--- config.mk ---
export PLATFORM = sky130hd
export DESIGN_NAME = wordtime_gen
export DESIGN_NICKNAME = d
export VERILOG_FILES = /design/src/rtl/wordtime_gen.sv
export SDC_FILE = /design/constraint.sdc
export NUM_CORES = 1
export LEC_CHECK = 0
export ABC_AREA = 0
export CAP_MARGIN = 25
export CORE_AREA = 2 2 39 41
export CTS_BUF_LIST = sky130_fd_sc_hd__clkbuf_4
export DETAILED_ROUTE_END_ITERATION = 10
export DIE_AREA = 0 0 41 43
export GPL_TIMING_DRIVEN = 0
export SETUP_SLACK_MARGIN = 0.1
export SYNTH_ARGS = -nofsm -noshare
export SYNTH_HDL_FRONTEND = slang
export SYNTH_SLANG_ARGS = --single-unit
--- constraint.sdc ---
create_clock -name clk -period 2.9 [get_ports clk]
set_input_delay 0.87 -clock clk [delete_from_list [all_inputs] [get_ports clk]]
set_output_delay 0.87 -clock clk [all_outputs]
set_load 0.01 [all_outputs]
--- src/rtl/wordtime_gen.sv ---
module wordtime_gen #(
  parameter int unsigned WORD_TICKS = 8,
  localparam int unsigned IDX_W = (WORD_TICKS > 1) ? $clog2(WORD_TICKS) : 1
) (
  input  logic             clk,
  input  logic             rst,
  input  logic             start,
  output logic             window,
  output logic [IDX_W-1:0] bit_idx,
  output logic             done
);

  localparam logic [IDX_W-1:0] LAST = IDX_W'(WORD_TICKS - 1);

  logic             open_q;
  logic [IDX_W-1:0] cnt_q;
  logic [IDX_W-1:0] tap;
  logic             stop;

  for (genvar b = 0; b < IDX_W; b++) begin : g_tap
    if (LAST[b]) begin : g_use
      assign tap[b] = cnt_q[b];
    end else begin : g_skip
      assign tap[b] = 1'b1;
    end
  end

  assign stop = open_q & (&tap);

  always_ff @(posedge clk) begin
    if (rst)       open_q <= 1'b0;
    else if (stop) open_q <= 1'b0;
    else if (start) open_q <= 1'b1;
  end

  always_ff @(posedge clk) begin
    if (rst || !open_q || stop) cnt_q <= '0;
    else                        cnt_q <= cnt_q + 1'b1;
  end

  assign window  = open_q;
  assign bit_idx = cnt_q;
  assign done    = stop;

endmodule

# Word level (Yosys, flattened, before mapping)
# Cells that the tools add are included.
[word_totals]
output_inout_bits = 5
in_bits = 3
ff_bits = 4
elab_cells = 9
[op_classes]
addsub = 1
n_bitwise = 1
n_reduce_logical = 5
[ops]
columns = ["op", "count"]
rows = [
  ["$add A3 B1 Y3 const B", 1],
  ["$reduce_and A3 Y1", 1],
  ["$logic_or A1 B1 Y1", 2],
  ["$reduce_or A2 Y1", 1],
  ["$and A1 B1 Y1", 1],
  ["$logic_not A1 Y1", 1],
]

# Longest topological paths before layout
[depth]
ltp_word = 3
ltp_mapped = 4
depth_no_buf = 4

# Worst setup path after synthesis
# No wires, ideal clock.
[synth_path]
path_type = "reg2out"
from = "register cnt_q[0], in the netlist bit_idx[0]"
to = "output done"
required_ns = 2.030
stages_incl_launch_ff = 4
path_buffers = 0
setup_slack_ns = 1.143
arrival_time_ns = 0.887
cell_sequence = "dfxtp_1 > ha_1 > ha_1 > and2_4"
[synth_between]
elab_chain_cells = 2
[synth_rtl]
columns = ["item", "line", "text"]
rows = [
  ["from (decl)", "16", "logic [IDX_W-1:0] cnt_q;"],
  ["from (signal assigned)", "38", "else cnt_q <= cnt_q + 1'b1;"],
  ["$reduce_and A3 Y1", "28", "assign stop = open_q & (&tap);"],
  ["$and A1 B1 Y1", "28", ""],
  ["to (decl)", "10", "output logic done"],
]
# No other way between the ends.

# Worst setup path in the final report
# Same ends and word-level chain as after synthesis.

==> metrics.md <==
| Metric | Value |
|---|---|
| Post-synth top area cell | `dfxtp_1` |
| Initial antenna violation count | `0` |
| Worst Setup End Kind | `primary output` |
| Register area share after synthesis | `50.39%` |
| Max Freq | `407.1 MHz` |
| Cell variety after synth | `8` |
| Buf/Inv on CP | `1` |
| Crit Path Class | `flip-flop to primary output` |
| GRT Total Usage | `5.611%` |
| Synth Register Bits | `4` |
| CP delay by family, top | `buffers and inverters` |
| Die area | `0.001763 mm2` |
| H-tree Lvls | `1` |
| Rel. slew slack | `87.23%` |
| Number of enable flip-flop cells after synthesis | `0` |
| Cell with the most instances after synthesis | `dfxtp_1` |
| Fillers | `160` |
| Vias in the first global route | `126` |
| Antenna-violating nets left | `0` |
| Syn_nets | `18` |
| Crit Reg-Reg Endpoint | `bit_idx[1]$_SDFF_PP0_` |
| Placed instance area | `249.0 um2` |
| Vert. Die Dim | `43 um` |
| Asr flop ratio synth | `0%` |
| Final clock skew | `1.192 ps` |
| Vias | `129` |
| Initial Util | `11.48%` |
| Maximum VDD drop | `99.03 uV` |
| Core area | `0.001384 mm2` |
| CP max stage delay | `520 ps` |
| Top-Level Pins | `8` |
| Die Wd | `41 um` |
| Crit path launch | `bit_idx[0]$_SDFF_PP0_` |
| Tcrit/Tclk final | `84.70%` |
| Required @ worst endpoint | `2030 ps` |
| Post-CTS Resized | `0` |
| R2r startpoint | `bit_idx[0]$_SDFF_PP0_` |
| Clock Pin Slew Worst Setup and Hold Paths | `40 ps` |
| Placer congestion estimate | `0.5748` |
| Ys Warns | `0` |
| Post-DP HPWL | `270.2 um` |
| Root Buffer | `clkbuf_4` |
| Ranking of synthesized cells by area | `dfxtp_1 (50%), ha_1 (16%), and2_2 (9.4%)` |
| Cell area after layout | `271.5 um2` |
| Post-Syn Area per Cell | `12.22 um2` |
| Total of max-cap violations | `0` |
| WP data arrival | `1590 ps` |
| Total CTS buffers | `3` |
| Most frequent CP cell | `ha_1` |
| Vias per cell | `3.308` |
| Reg2reg setup slack | `1730 ps` |
| # clock sinks | `4` |
| Worst R2R Path Depth | `4` |
| Total Power | `0.0001393 W` |
| DRC Markers | `0` |
| Drt first pass iters | `1` |
| Cell chain of the critical path | `ha_1, ha_1, and2_4, clkdlybuf4s50_1` |
| Worst Path Max Fanout | `3` |
| Hold slack | `517.0 ps` |
| Synth Flop Type | `dfxtp_1` |
| Max Slew Vio Count | `0` |
| TNS Setup | `0 ps` |
| Clock Path Buffers | `2` |
| Ant diodes | `0` |
| Global-route wire length before repair | `517 um` |
| Clk Latency, worst-skew pair | `230 ps` |
| Status | `completed` |
| RSZ-0062 raised after global routing | `no` |
| Synthesized area | `158.9 um2` |
| WL final | `334 um` |
| Post-route insts no fill | `39` |
| Site Rows | `14` |
| Syn Inst Count | `13` |
| Area grow syn2layout | `70.87%` |
| Final setup fails | `0` |
| Worst-Margin Slew | `190.8 ps` |
| Setup repair bufs after CTS | `0` |
| Largest net degree at the start of global routing | `5` |
| Leak | `0.1189 nW` |
| I/O Buffers | `7` |
| Final nets | `30` |
| Fin crit period | `2456 ps` |
| Share of the synthesized area in the top cell type | `50.39%` |
| CTS Hold Bufs | `0` |
| Multi-input logic area | `78.83 um2` |
| Overflow after GRT | `0` |
| CTS tree | `built` |
| 1st-iter DRT viols | `0` |
| CP Capture Point | `done` |
| Seq. cell area | `80.08 um2` |
| Instance count on the critical path | `4` |
| Top post-synthesis cells by count | `dfxtp_1 (4), and2_2 (2), ha_1 (2)` |
| Crit path max-delay cell type | `clkdlybuf4s50_1` |
| Startpoint Class | `flip-flop` |
| Wire per inst | `8.564 um` |
| PwrDens | `513.1 mW/mm2` |
| Fraction of layout cells with a size suffix above 1 | `34.78%` |
| Min-Delay Path Class | `flip-flop to flip-flop` |
| Cells after DPL | `36` |
| Hold Fails Final Rpt | `0` |
==> kinds of logic (layout without fill, tap and decap cells) <==
logic type	after synthesis	count (layout)	share of synthesized area [%]
fa+ha+maj	2	2	15.75
flops	4	4	50.40
simple gates	7	7	33.85
buf+inv	0	10	0
==> tightest hold or removal path, delay by kind of cell (launching register included) <==
family        cells  cell delay, ps
simple gates      2             150
flops             1             320
==> per-layer routing <==
metal	wire length [um]	global-route usage, %	part of all wire [%]
met5	0	0	0
met4	6	10.00	1.8
met3	59	5.236	18
met2	134	5.000	40
met1	133	4.792	40
==> state kept, by name (all words and copies together) (netlist names) <==
register	cells
bit_idx	3
window	1
==> power by group <==
part / total (W) / internal (W) / switching [W]
combinational: 0.0000116 / 0.00000787 / 0.00000377
clock: 0.0000687 / 0.0000463 / 0.0000224
sequential: 0.0000590 / 0.0000574 / 0.00000156
==> cell type report <==
cell class | instances | share of cell area, %
multi-input combinational | 9 | 29.03
timing repair buffer | 7 | 25.81
clock buffer | 3 | 8.295
tap | 16 | 7.373
sequential | 4 | 29.49
==> per-stage QoR <==
stage | util (%) | setup slack, ps
2_1_floorplan | - | 1143
3_3_place_gp | 17.99 | 676.9
3_5_place_dp | 17.99 | 678.5
4_1_cts | 19.62 | 421.5
5_1_grt | 19.62 | 369.1
6_report | 19.62 | 443.6
==> worst min path at each step <==
stage                   startpoint             endpoint  slack [ps]  cells after the start
3_3_place_gp   window$_SDFFE_PP0P_  window$_SDFFE_PP0P_         510                      2
6_report       window$_SDFFE_PP0P_  window$_SDFFE_PP0P_         520                      2
4_1_cts        window$_SDFFE_PP0P_  window$_SDFFE_PP0P_         530                      2
2_1_floorplan  window$_SDFFE_PP0P_  window$_SDFFE_PP0P_         530                      2
5_1_grt        window$_SDFFE_PP0P_  window$_SDFFE_PP0P_         560                      2
3_5_place_dp   window$_SDFFE_PP0P_  window$_SDFFE_PP0P_         520                      2
==> layout by cell type (no fill, tap or decap), drive strengths merged <==
| cell type | count |
|---|---|
| and2 | 3 |
| clkdlybuf4s50 | 7 |
| nor3 | 1 |
| nor3b | 1 |
| and2b | 1 |
| nor2 | 1 |
| clkbuf | 3 |
| dfxtp | 4 |
| ha | 2 |
Note: power is estimated with default switching activity, not from simulation.
